`src/rtl/dvfs_pkg.sv`:
```
package dvfs_pkg;

  typedef logic [1:0] level_t;

  localparam level_t LVL_FULL    = 2'd0;
  localparam level_t LVL_SLOWEST = 2'd3;

  // speed of each level in percent of full speed
  function automatic logic [6:0] speed_pct(input level_t lv);
    case (lv)
      2'd0:    speed_pct = 7'd100;
      2'd1:    speed_pct = 7'd66;
      2'd2:    speed_pct = 7'd44;
      default: speed_pct = 7'd20;
    endcase
  endfunction

  // supply request in tenths of a volt
  function automatic logic [5:0] supply_code(input level_t lv);
    case (lv)
      2'd0:    supply_code = 6'd50;
      2'd1:    supply_code = 6'd33;
      2'd2:    supply_code = 6'd22;
      default: supply_code = 6'd10;
    endcase
  endfunction

  // period stretch, unsigned 4.4 fixed point
  function automatic logic [7:0] period_stretch(input level_t lv);
    case (lv)
      2'd0:    period_stretch = 8'd16;
      2'd1:    period_stretch = 8'd24;
      2'd2:    period_stretch = 8'd36;
      default: period_stretch = 8'd80;
    endcase
  endfunction

endpackage

```
`src/rtl/interval_timer.sv`:
```
module interval_timer #(
  parameter int N = 50000
) (
  input  logic clk,
  input  logic rst_n,
  output logic last_tick
);
  localparam int CW = $clog2(N + 1);

  logic [CW-1:0] cnt_q;

  assign last_tick = (cnt_q == CW'(N - 1));

  always_ff @(posedge clk) begin
    if (!rst_n)         cnt_q <= '0;
    else if (last_tick) cnt_q <= '0;
    else                cnt_q <= cnt_q + CW'(1);
  end
endmodule

```
`src/rtl/work_ledger.sv`:
```
module work_ledger #(
  parameter int N        = 50000,
  parameter int EXCESS_W = 24,
  localparam int TICK_W  = $clog2(N + 1)
) (
  input  logic                clk,
  input  logic                rst_n,
  input  logic                run_req,
  input  logic                hard_wait,
  input  logic                last_tick,
  input  logic [6:0]          speed,
  input  logic                at_full,
  output logic [TICK_W-1:0]   busy_tot,
  output logic [TICK_W-1:0]   soft_tot,
  output logic [EXCESS_W-1:0] excess_nxt,
  output logic [EXCESS_W-1:0] excess_q
);
  localparam logic [EXCESS_W-1:0] EXC_MAX = '1;

  logic [TICK_W-1:0]   busy_q, soft_q;
  logic                soft_idle;
  logic [EXCESS_W:0]   grown;
  logic [EXCESS_W-1:0] spd_ext;

  assign soft_idle = !run_req && !hard_wait;
  assign busy_tot  = busy_q + TICK_W'(run_req);
  assign soft_tot  = soft_q + TICK_W'(soft_idle);
  assign spd_ext   = EXCESS_W'(speed);
  assign grown     = {1'b0, excess_q} + (EXCESS_W + 1)'(7'd100 - speed);

  always_comb begin
    if (run_req)
      excess_nxt = grown[EXCESS_W] ? EXC_MAX : grown[EXCESS_W-1:0];
    else if (at_full)
      excess_nxt = '0;
    else if (excess_q > spd_ext)
      excess_nxt = excess_q - spd_ext;
    else
      excess_nxt = '0;
  end

  always_ff @(posedge clk) begin
    if (!rst_n) begin
      busy_q   <= '0;
      soft_q   <= '0;
      excess_q <= '0;
    end else begin
      busy_q   <= last_tick ? '0 : busy_tot;
      soft_q   <= last_tick ? '0 : soft_tot;
      excess_q <= excess_nxt;
    end
  end
endmodule

```
`src/rtl/level_picker.sv`:
```
module level_picker
  import dvfs_pkg::*;
#(
  parameter int N        = 50000,
  parameter int EXCESS_W = 24,
  localparam int TICK_W  = $clog2(N + 1)
) (
  input  logic                clk,
  input  logic                rst_n,
  input  logic                last_tick,
  input  logic [TICK_W-1:0]   busy_tot,
  input  logic [TICK_W-1:0]   soft_tot,
  input  logic [EXCESS_W-1:0] excess_nxt,
  input  level_t              min_level,
  output level_t              level_q,
  output logic                change_q
);
  localparam int CMP_W = ((EXCESS_W > TICK_W + 7) ? EXCESS_W : TICK_W + 7) + 2;
  localparam logic [CMP_W-1:0] HI_LIM = CMP_W'(7 * N);
  localparam logic [CMP_W-1:0] LO_LIM = CMP_W'(5 * N);

  logic [CMP_W-1:0] reclaim, busy10, backlog;
  logic             overrun, go_up, go_down;
  level_t           raw, target;

  assign reclaim = CMP_W'(soft_tot) * CMP_W'(100);
  assign busy10  = CMP_W'(busy_tot) * CMP_W'(10);
  assign backlog = CMP_W'(excess_nxt);
  assign overrun = backlog > reclaim;
  assign go_up   = busy10 > HI_LIM;
  assign go_down = busy10 < LO_LIM;

  always_comb begin
    if (overrun)
      raw = LVL_FULL;
    else if (go_up)
      raw = (level_q == LVL_FULL) ? LVL_FULL : level_q - 2'd1;
    else if (go_down)
      raw = (level_q == LVL_SLOWEST) ? LVL_SLOWEST : level_q + 2'd1;
    else
      raw = level_q;
    target = (raw > min_level) ? min_level : raw;
  end

  always_ff @(posedge clk) begin
    if (!rst_n) begin
      level_q  <= LVL_FULL;
      change_q <= 1'b0;
    end else if (last_tick) begin
      level_q  <= target;
      change_q <= (target != level_q);
    end else begin
      change_q <= 1'b0;
    end
  end
endmodule

```
`src/rtl/dvfs_governor.sv`:
```
module dvfs_governor
  import dvfs_pkg::*;
#(
  parameter int TICKS_PER_MS = 1000,
  parameter int WINDOW_MS    = 50,
  parameter int EXCESS_W     = 24,
  localparam int INTERVAL    = TICKS_PER_MS * WINDOW_MS,
  localparam int TICK_W      = $clog2(INTERVAL + 1)
) (
  input  logic       clk,
  input  logic       rst_n,
  input  logic       run_req,
  input  logic       hard_wait,
  input  logic [1:0] min_level,
  output logic [1:0] level,
  output logic [5:0] vcode,
  output logic [7:0] clk_div,
  output logic       change
);
  logic                last_tick;
  logic [TICK_W-1:0]   busy_tot, soft_tot;
  logic [EXCESS_W-1:0] excess_nxt, excess_q;
  level_t              level_q;

  interval_timer #(.N(INTERVAL)) u_timer (
    .clk       (clk),
    .rst_n     (rst_n),
    .last_tick (last_tick)
  );

  work_ledger #(.N(INTERVAL), .EXCESS_W(EXCESS_W)) u_ledger (
    .clk        (clk),
    .rst_n      (rst_n),
    .run_req    (run_req),
    .hard_wait  (hard_wait),
    .last_tick  (last_tick),
    .speed      (speed_pct(level_q)),
    .at_full    (level_q == LVL_FULL),
    .busy_tot   (busy_tot),
    .soft_tot   (soft_tot),
    .excess_nxt (excess_nxt),
    .excess_q   (excess_q)
  );

  level_picker #(.N(INTERVAL), .EXCESS_W(EXCESS_W)) u_picker (
    .clk        (clk),
    .rst_n      (rst_n),
    .last_tick  (last_tick),
    .busy_tot   (busy_tot),
    .soft_tot   (soft_tot),
    .excess_nxt (excess_nxt),
    .min_level  (min_level),
    .level_q    (level_q),
    .change_q   (change)
  );

  assign level   = level_q;
  assign vcode   = supply_code(level_q);
  assign clk_div = period_stretch(level_q);
endmodule

```
`config.mk`:
```
export PLATFORM = sky130hd
export DESIGN_NAME = dvfs_governor
export DESIGN_NICKNAME = d
export VERILOG_FILES = /design/src/rtl/dvfs_pkg.sv /design/src/rtl/interval_timer.sv /design/src/rtl/work_ledger.sv /design/src/rtl/level_picker.sv /design/src/rtl/dvfs_governor.sv
export SDC_FILE = /design/constraint.sdc
export NUM_CORES = 1
export LEC_CHECK = 0
export CORE_ASPECT_RATIO = 0.5
export CORE_MARGIN = 2
export CORE_UTILIZATION = 58
export DETAILED_ROUTE_END_ITERATION = 10
export GPL_TIMING_DRIVEN = 0
export PLACE_DENSITY = 0.89
export SLEW_MARGIN = 20
export SYNTH_ARGS = -nofsm -noshare
export SYNTH_HDL_FRONTEND = slang
export SYNTH_SLANG_ARGS = --single-unit
export TNS_END_PERCENT = 30
```
`constraint.sdc`:
```
create_clock -name clk -period 7.2 [get_ports clk]
set_input_delay 0.72 -clock clk [delete_from_list [all_inputs] [get_ports clk]]
set_output_delay 0.72 -clock clk [all_outputs]
set_load 0.03 [all_outputs]
```
==> results.md, run 1 <==
Worst setup path:
- The kind of critical path is input pin to register.
- The worst flop-to-flop path endpoint is u_picker.change_q$_SDFF_PN0_.
- The slowest library cell on the worst path is ha_4.
- The number of buffers and inverters on the critical path is 5.
- STA puts the critical path data arrival time at 7860 ps.
- The highest net fanout along the worst path is 10.
- STA classifies the critical path endpoint as a register.
- The cell count of the worst reg-to-reg path is 28.
- The startpoint of the most critical register-to-register path is u_picker.level_q[0]$_SDFFE_PN0N_.
- Setup slack on the worst reg-to-reg path comes out at -220 ps.
- Grouping stages by cell kind, the critical path spends the most delay in compound AO/OA/AOI/OAI gates.
- For the worst setup path, the data required time is 7470 ps.
- The kind of start point of the critical path is an input pin.
- Counting stages on the worst path, the most repeated cell is ha_4.
- In this design, the stage delay of the slowest critical-path cell is 410 ps.

Drt:
- The routed via count divided by cell count is 6.80.
- The DRC violation count after routing is 0.
- In this run the remaining antenna-violating nets after routing total 0.
- The routed length on met2 is 12500 um.
- Dividing the detail-routed wire length by the instance count gives 22.0 um.
- The detailed-router iteration count before antenna repair is 8.
- Summed over all layers, the routed wires come to 28600 um.
- Routed signal wires occupy layers up through met4.
- The detailed-route wire length on metal 1 is 10200 um.
- For this block, the via count after detailed routing is 8845.
- The detailed router's first-iteration violation count is between 1000 and 1500.
- The sum of met3 wire segment lengths after detailed routing is 3420 um.

Global routing:
- The via count of the first global-routing pass is 7758.
- For this run the aggregate overflow at the end of global routing stands at 0.
- Entering global routing, the biggest net connects 20 pins.
- The global-route wire length before repair is 36300 um.
- The global-route total usage across every layer is between 20 and 30%.
- The initial antenna violation count is 0.

CTS:
- In this run, CTS created clock tree buffers numbering 9.
- The cts-stage hold buffer count is 0.
- The clock insertion delay at the later pin of the skew report is around 360 ps.
- TritonCTS built the clock tree.
- The number of H-tree levels is 3.
- The number of clock sinks seen by CTS is between 70 and 80.
- The buffer levels on the longest clock path is 2.
- The buffer cell driving the clock tree root is clkbuf_16.
- Clock-pin slew was measured on the worst setup and hold paths at about 70 ps.

Synth:
- The synthesis warning total is 0.
- The sequential-to-total area share from yosys stat is 18.0%.
- The count of cell types in the netlist is 78.
- The post-synthesis instance area is 8350 sq um.
- Among all cell types in the netlist, the one instantiated most often is ha_1.
- The flop and latch count out of synthesis is 75.
- In the synthesized netlist, the number of instances is 1033.
- Sorting the synthesized cells by area gives the leading types as ha_1, dfxtp_1, xnor2_1.
- In this run, synthesis inferred 0 flip-flops with an integrated enable.
- The proportion of register bits with asynchronous set or reset after synthesis is 0%.
- The cell taking the most area after synthesis is ha_1.
- The commonest cells after synthesis are ha_1, inv_1, nor2_1.
- After synthesis, the mean cell area works out to 8.08 sq um.
- The share of synthesized area in the top cell type comes to 21.9%.
- For this run, the leading register cell type out of synthesis is dfxtp_1.

Floorplan:
- In this run the count of I/O pins placed on the die edge is 23.
- The overall die height is 88.8 um.
- The horizontal extent of the die is 174 um.
- The die footprint is between 15000 and 20000 sq um.
- The initial standard-cell utilization of the core is 60.4%.
- The number of placement rows is 30.
- The core region is 13800 sq um.

Placement:
- After detailed placement, the total cell area comes to between 8000 and 9000 sq um.
- Prior to clock tree synthesis, the placed netlist has a worst setup slack of -1530 ps.
- The placer's final routability congestion estimate is 0.952.
- During placement, the flow inserted port buffers numbering 19.
- After legalization and detailed placement, the total HPWL measured 16000 um.

Worst hold path:
- The startpoint of the lowest-slack hold path is u_timer.cnt_q[0]$_SDFF_PP0_.
- The endpoint with the worst hold slack is u_timer.cnt_q[0]$_SDFF_PP0_.
- The worst hold path belongs to the class register to register.
- The number of stages on the worst hold path is 1.

Pwr:
- IR analysis of the VDD net gives a maximum drop of approximately 130 uV.
- The leakage component of the power is 4.67 nW.
- Dividing total power by cell area gives a power density of 132 nW/um^2.

Timing:
- The routed design could run at a clock period as short as between 7000 and 8000 ps.
- The max-slew violation total from the final report is 0.
- The final worst-path setup slack is -392 ps.
- In this run the tightest slew margin relative to its limit is 42.8%.
- The post-route clock period utilization is 105%.
- The clock arrives with around 9 ps of skew.
- For the pin with the worst max-slew slack, the measured transition is 855 ps.
- The final-report hold violation count is 0.
- Setup violations remaining at the end of the flow were counted as 2.
- The timing-limited maximum frequency is 0.132 GHz.

Run:
- The max-cap check violation count is 0.

Layout:
- The layout has 876 filler cells.
- The area growth from synthesis to layout is 16.6%.
- Cells fill a little over two thirds of the core in the end.
- The number of antenna diodes in the final layout is 0.
- Of the cells placed in the final design, the portion with a size suffix greater than 1 is between 10% and 20%.
- The finished cells cover 9730 sq um.
- The count of nets after finishing is 1267.

Run status:
- The checks that failed: setup timing.
- The run finished, with violations left.
[sequential cells by signal, summed over array words and instances (netlist names)]
register and cells:
u_picker.level_q 2, u_ledger.excess_q 24, u_timer.cnt_q 16, u_ledger.busy_q 16, u_ledger.soft_q 16, u_picker.change_q 1
[final cells by class]
class	count	area (sq um)	area share [%]
Inverter	92	345	3.55
Multi-Input combinational cell	854	6800	69.9
Clock buffer	9	225	2.31
Clock inverter	7	90.1	0.926
Timing Repair Buffer	42	378	3.88
Buffer	29	154	1.58
Tap cell	192	240	2.47
Sequential cell	75	1500	15.4
[power breakdown]
group | switching (W) | internal, W
registers | 0.0000184 | 0.000428
clock network | 0.000217 | 0.000279
logic | 0.000213 | 0.000132
total | 0.000449 | 0.000840
[layout by cell type (no fill, tap or decap), types with 17 or more instances in the layout]
cell type / synthesis / layout
a21o_1: 23 / 23
a21oi_1: 64 / 55
clkbuf_1: 21 / 18
clkdlybuf4s50_1: 0 / 17
nand3_1: 37 / 34
xor2_1: 43 / 39
conb_1: 1 / 20
ha_1: 146 / 135
nand2_1: 54 / 54
a31oi_1: 17 / 17
nor2b_1: 20 / 20
xnor2_1: 57 / 53
and3_1: 23 / 23
buf_4: 7 / 29
dfxtp_1: 75 / 75
nor3_1: 19 / 17
nor2_1: 79 / 78
inv_1: 91 / 91
o21ai_0: 39 / 37
and2_1: 21 / 21
nand4_1: 17 / 17
[layer usage]
layer / global-route usage (%) / up-vias
met4: 13.9 / 0
met5: 0 / -
met1: 33.9 / 4021
li1: - / 3836
met3: 4.98 / 267
met2: 53.2 / 721
[through the flow]
step	total power [W]	hold WS (ps)	std cells	setup TNS, ps
2_1_floorplan	0.000667	426	1052	0
3_3_place_gp	0.000717	442	1263	-3350
3_5_place_dp	0.000727	457	1263	-3700
4_1_cts	0.00122	474	1287	0
5_1_grt	0.00132	500	1300	-1100
6_report	0.00129	484	1300	-640
[what timing repair did]
| item | 4_1_cts | 5_1_grt |
|---|---|---|
| pin swaps | 8 | 30 |
| gates cloned | 0 | 1 |
| resized for setup | 21 | 46 |
| setup endpoints to repair | 3 | 2 |
| setup buffers | 9 | 13 |
[how the worst max path moves through the flow]
stage	start	endpoint	slack, ps	depth (start not counted)
2_1_floorplan	run_req	u_picker.change_q$_SDFF_PN0_	40	36
3_3_place_gp	run_req	u_picker.change_q$_SDFF_PN0_	-1410	37
3_5_place_dp	run_req	u_picker.change_q$_SDFF_PN0_	-1530	36
4_1_cts	run_req	u_picker.change_q$_SDFF_PN0_	3	37
5_1_grt	run_req	u_picker.change_q$_SDFF_PN0_	-630	35
6_report	run_req	u_picker.change_q$_SDFF_PN0_	-390	35
[cells by family after synthesis]
logic type | synth area share (%)
xor+xnor | 10.5
mux | 0.599
flops | 18.0
buf+inv | 5.86
compound gates | 19.5
fa+ha+maj | 24.8
other cells | 0.0449
simple gates | 20.7
Note: power is estimated with default switching activity, not from simulation.
==> inputs of run 2 (changes only) <==
GPL_TIMING_DRIVEN = unset   (was 0)
==> run 2 against run 1 <==
The run now ends clean. Largest cell class unchanged. Largest power group unchanged. Highest routed layer unchanged. Clock-buffer cell count is 1 higher. Sequential cell count stayed put. Critical path type unchanged. Sequential power hardly changed.
==> results.md, run 2 (synthesis gave the netlist of run 1 again) <==
Run status:
- Status: completed (was finished, violations left).

Drt:
- The routed via count divided by cell count was 6.10 (was 6.80).
- The post-detailed-routing wire length is 21300 um (was 28600 um).
- The DRC violation count after routing came to 0 (unchanged).
- The count of vias placed by the detailed router came to 7939 (was 8845).
- The detailed-router iteration count before antenna repair was 5 (was 8).
- The detailed router's first-iteration violation count is 839 (was 1316).
- The remaining antenna violation count after routing was 0 (unchanged).
- The post-detailed-route wirelength per cell came to 16.4 um (was 22.0 um).

CTS:
- The clock insertion delay at the later pin of the skew report is 350 ps (was 360 ps).
- The clock-pin slew of the registers on the worst-case setup and hold paths is 70 ps (about the same).
- The TritonCTS clock tree is yes (unchanged).
- The total CTS buffers is 9 (unchanged).
- The buffer cell driving the clock tree root is clkbuf_16 (unchanged).
- The number of clock sinks seen by CTS is 75 (unchanged).
- The buffer levels on the longest clock path came to 2 (unchanged).
- The number of H-tree levels is 3 (unchanged).

Timing:
- The normalized max-slew margin was 23.4% (was 42.8%).
- The final-report hold violation count is 0 (unchanged).
- The setup TNS is 0 ps (was -640 ps).
- The post-route clock period utilization is 94.8% (was 105%).
- The final worst-path setup slack was 374 ps (was -392 ps).
- The number of setup violations in the final report is 0 (was 2).
- The timing-limited maximum frequency came to 0.147 GHz (was 0.132 GHz).
- Setup repair after global routing left no endpoint under its margin.
- The actual transition at the worst max-transition pin is 1140 ps (was 855 ps).
- The max-slew violation total from the final report is 0 (unchanged).
- The minimum clock period was 6830 ps (was 7590 ps).
- The worst clock skew is 9.23 ps (was 9.01 ps).

Layout:
- The fraction of final layout cells sized beyond drive strength 1 came to 9.46% (was 10.4%).
- The flip-flop count of the largest register, all copies and words added is 24 (unchanged).
- The post-layout utilization of the core is 69.1% (was 70.5%).
- The final design area excluding fillers is 9540 sq um (was 9730 sq um).
- The count of nets after finishing is 1269 (was 1267).
- The layout overhead on the synthesized area is 14.3% (was 16.6%).
- Most frequent cells in the layout: ha_1, inv_1, nor2_1 (unchanged).
- The antenna diode instance count is 0 (unchanged).
- The most frequent standard cell in the layout excluding fill and tap cells is ha_1 (unchanged).
- The top register by number of flip-flops is u_ledger.excess_q (unchanged).

Worst setup path:
- The slowest library cell on the worst path was o41ai_2 (was ha_4).
- The critical path endpoint category is a register (unchanged).
- The highest net fanout along the worst path is 3 (was 10).
- The data arrival time of the critical path was 7040 ps (was 7860 ps).
- The cell seen most often among critical-path stages is ha_1 (was ha_4).
- The kind of start point of the critical path is an input pin (unchanged).
- The kind of critical path is input pin to register (unchanged).
- The data required time of the worst path is 7410 ps (was 7470 ps).
- The critical path's largest stage delay is 400 ps (was 410 ps).

Worst hold path:
- The path type of the worst min-delay path was register to register (unchanged).

Placement:
- The total of buffers placed on input and output ports came to 19 (unchanged).
- The placer's final routability congestion estimate is 0.918 (was 0.952).
- The worst setup timing slack at the placement stage is -496 ps (was -1530 ps).
- The total placed instance area is 9110 sq um (was 8870 sq um).
- The HPWL reported at the end of detailed placement came to 16400 um (was 16000 um).

Global routing:
- The global-route wire length before repair was 35000 um (was 36300 um).
- The via count of the first global-routing pass is 7602 (was 7758).
- The global-route total usage across every layer is 27.9% (was 29.0%).
- The overflow left after global routing is 0 (unchanged).
- The initial antenna violation count is 0 (unchanged).
- The maximum number of pins on one net before global-route repair is 46 (was 20).

Pwr:
- The leakage component of the power is 4.75 nW (was 4.67 nW).
- The power density over the cells came to 128 nW/um^2 (was 132 nW/um^2).
- The peak ir drop on the vdd network is 94.8 uV (was 130 uV).

Run:
- The max-cap check violation count is 0 (unchanged).

Floorplan:
- The horizontal extent of the die is 174 um (unchanged).
- The number of placement rows is 30 (unchanged).
- The area of the placeable core was 13800 sq um (unchanged).
- The overall die height is 88.8 um (unchanged).
- The die footprint is 15400 sq um (unchanged).
- The I/O pin total was 23 (unchanged).
- The initial standard-cell utilization of the core is 60.4% (unchanged).
## run 2: cell types whose count changed in the layout (fill, tap and decap cells not counted), sizes merged
cell	change
clkinv	+1
clkbuf	-19
buf	+21
dlymetal6s2s	+1
inv	-3
clkinvlp	+1
## run 2: per-stage QoR
step                      std cells  hold WS (ps)  power [W]
after global placement         1284           441   0.000719
after floorplan                1052           426   0.000667
after global routing           1302           496    0.00128
after CTS                      1300           466    0.00121
final                          1302           458    0.00122
after detailed placement       1284           450   0.000732
## run 2: final timing paths
kind                                  from                               end  slack (ps)  depth (start not counted)
max reg2reg  u_ledger.soft_q[2]$_SDFF_PP0_  u_picker.level_q[0]$_SDFFE_PN0N_         650                         33
min reg2reg    u_timer.cnt_q[0]$_SDFF_PP0_       u_timer.cnt_q[0]$_SDFF_PP0_         460                          1
max                                run_req  u_picker.level_q[0]$_SDFFE_PN0N_         370                         36
min            u_timer.cnt_q[0]$_SDFF_PP0_       u_timer.cnt_q[0]$_SDFF_PP0_         460                          1
## run 2: final cells by class
cell class                      instances  area (sq um)
Multi-Input combinational cell        854          6550
Fill cell                            1035          4270
Sequential cell                        75          1500
Timing Repair Buffer                   73           601
Inverter                               92           345
Tap cell                              192           240
Clock buffer                           10           229
Clock inverter                          6          72.6
## run 2: repair_timing
item	CTS	global route
endpoints found under the setup margin	2	2
gates resized for setup	5	17
buffers inserted	0	2
hold buffers	0	0
cloned	0	0
pin swaps	0	12
## run 2: power breakdown
| group | internal [W] | switching (W) |
|---|---|---|
| Clock | 0.000272 | 0.000199 |
| Combinational | 0.000128 | 0.000179 |
| Sequential | 0.000429 | 0.0000170 |
## run 2: per-layer routing
layer	vias to the layer above	part of all wire [%]	routed length (um)	global-route usage (%)
met3	60	6.4	1350	4.21
met2	297	48	10200	50.5
li1	3824	-	-	-
met5	-	0	0	0
met4	0	2.9	626	10.9
met1	3758	43	9080	34.4
## run 2: critical path: cells and delay by family
kind | cells | cell delay, ps
AOI/OAI and AO/OA | 16 | 2390
buffers and inverters | 4 | 610
and+or+nand+nor | 6 | 830
xor gates and xnor gates | 3 | 540
adders and majority gates | 7 | 1950
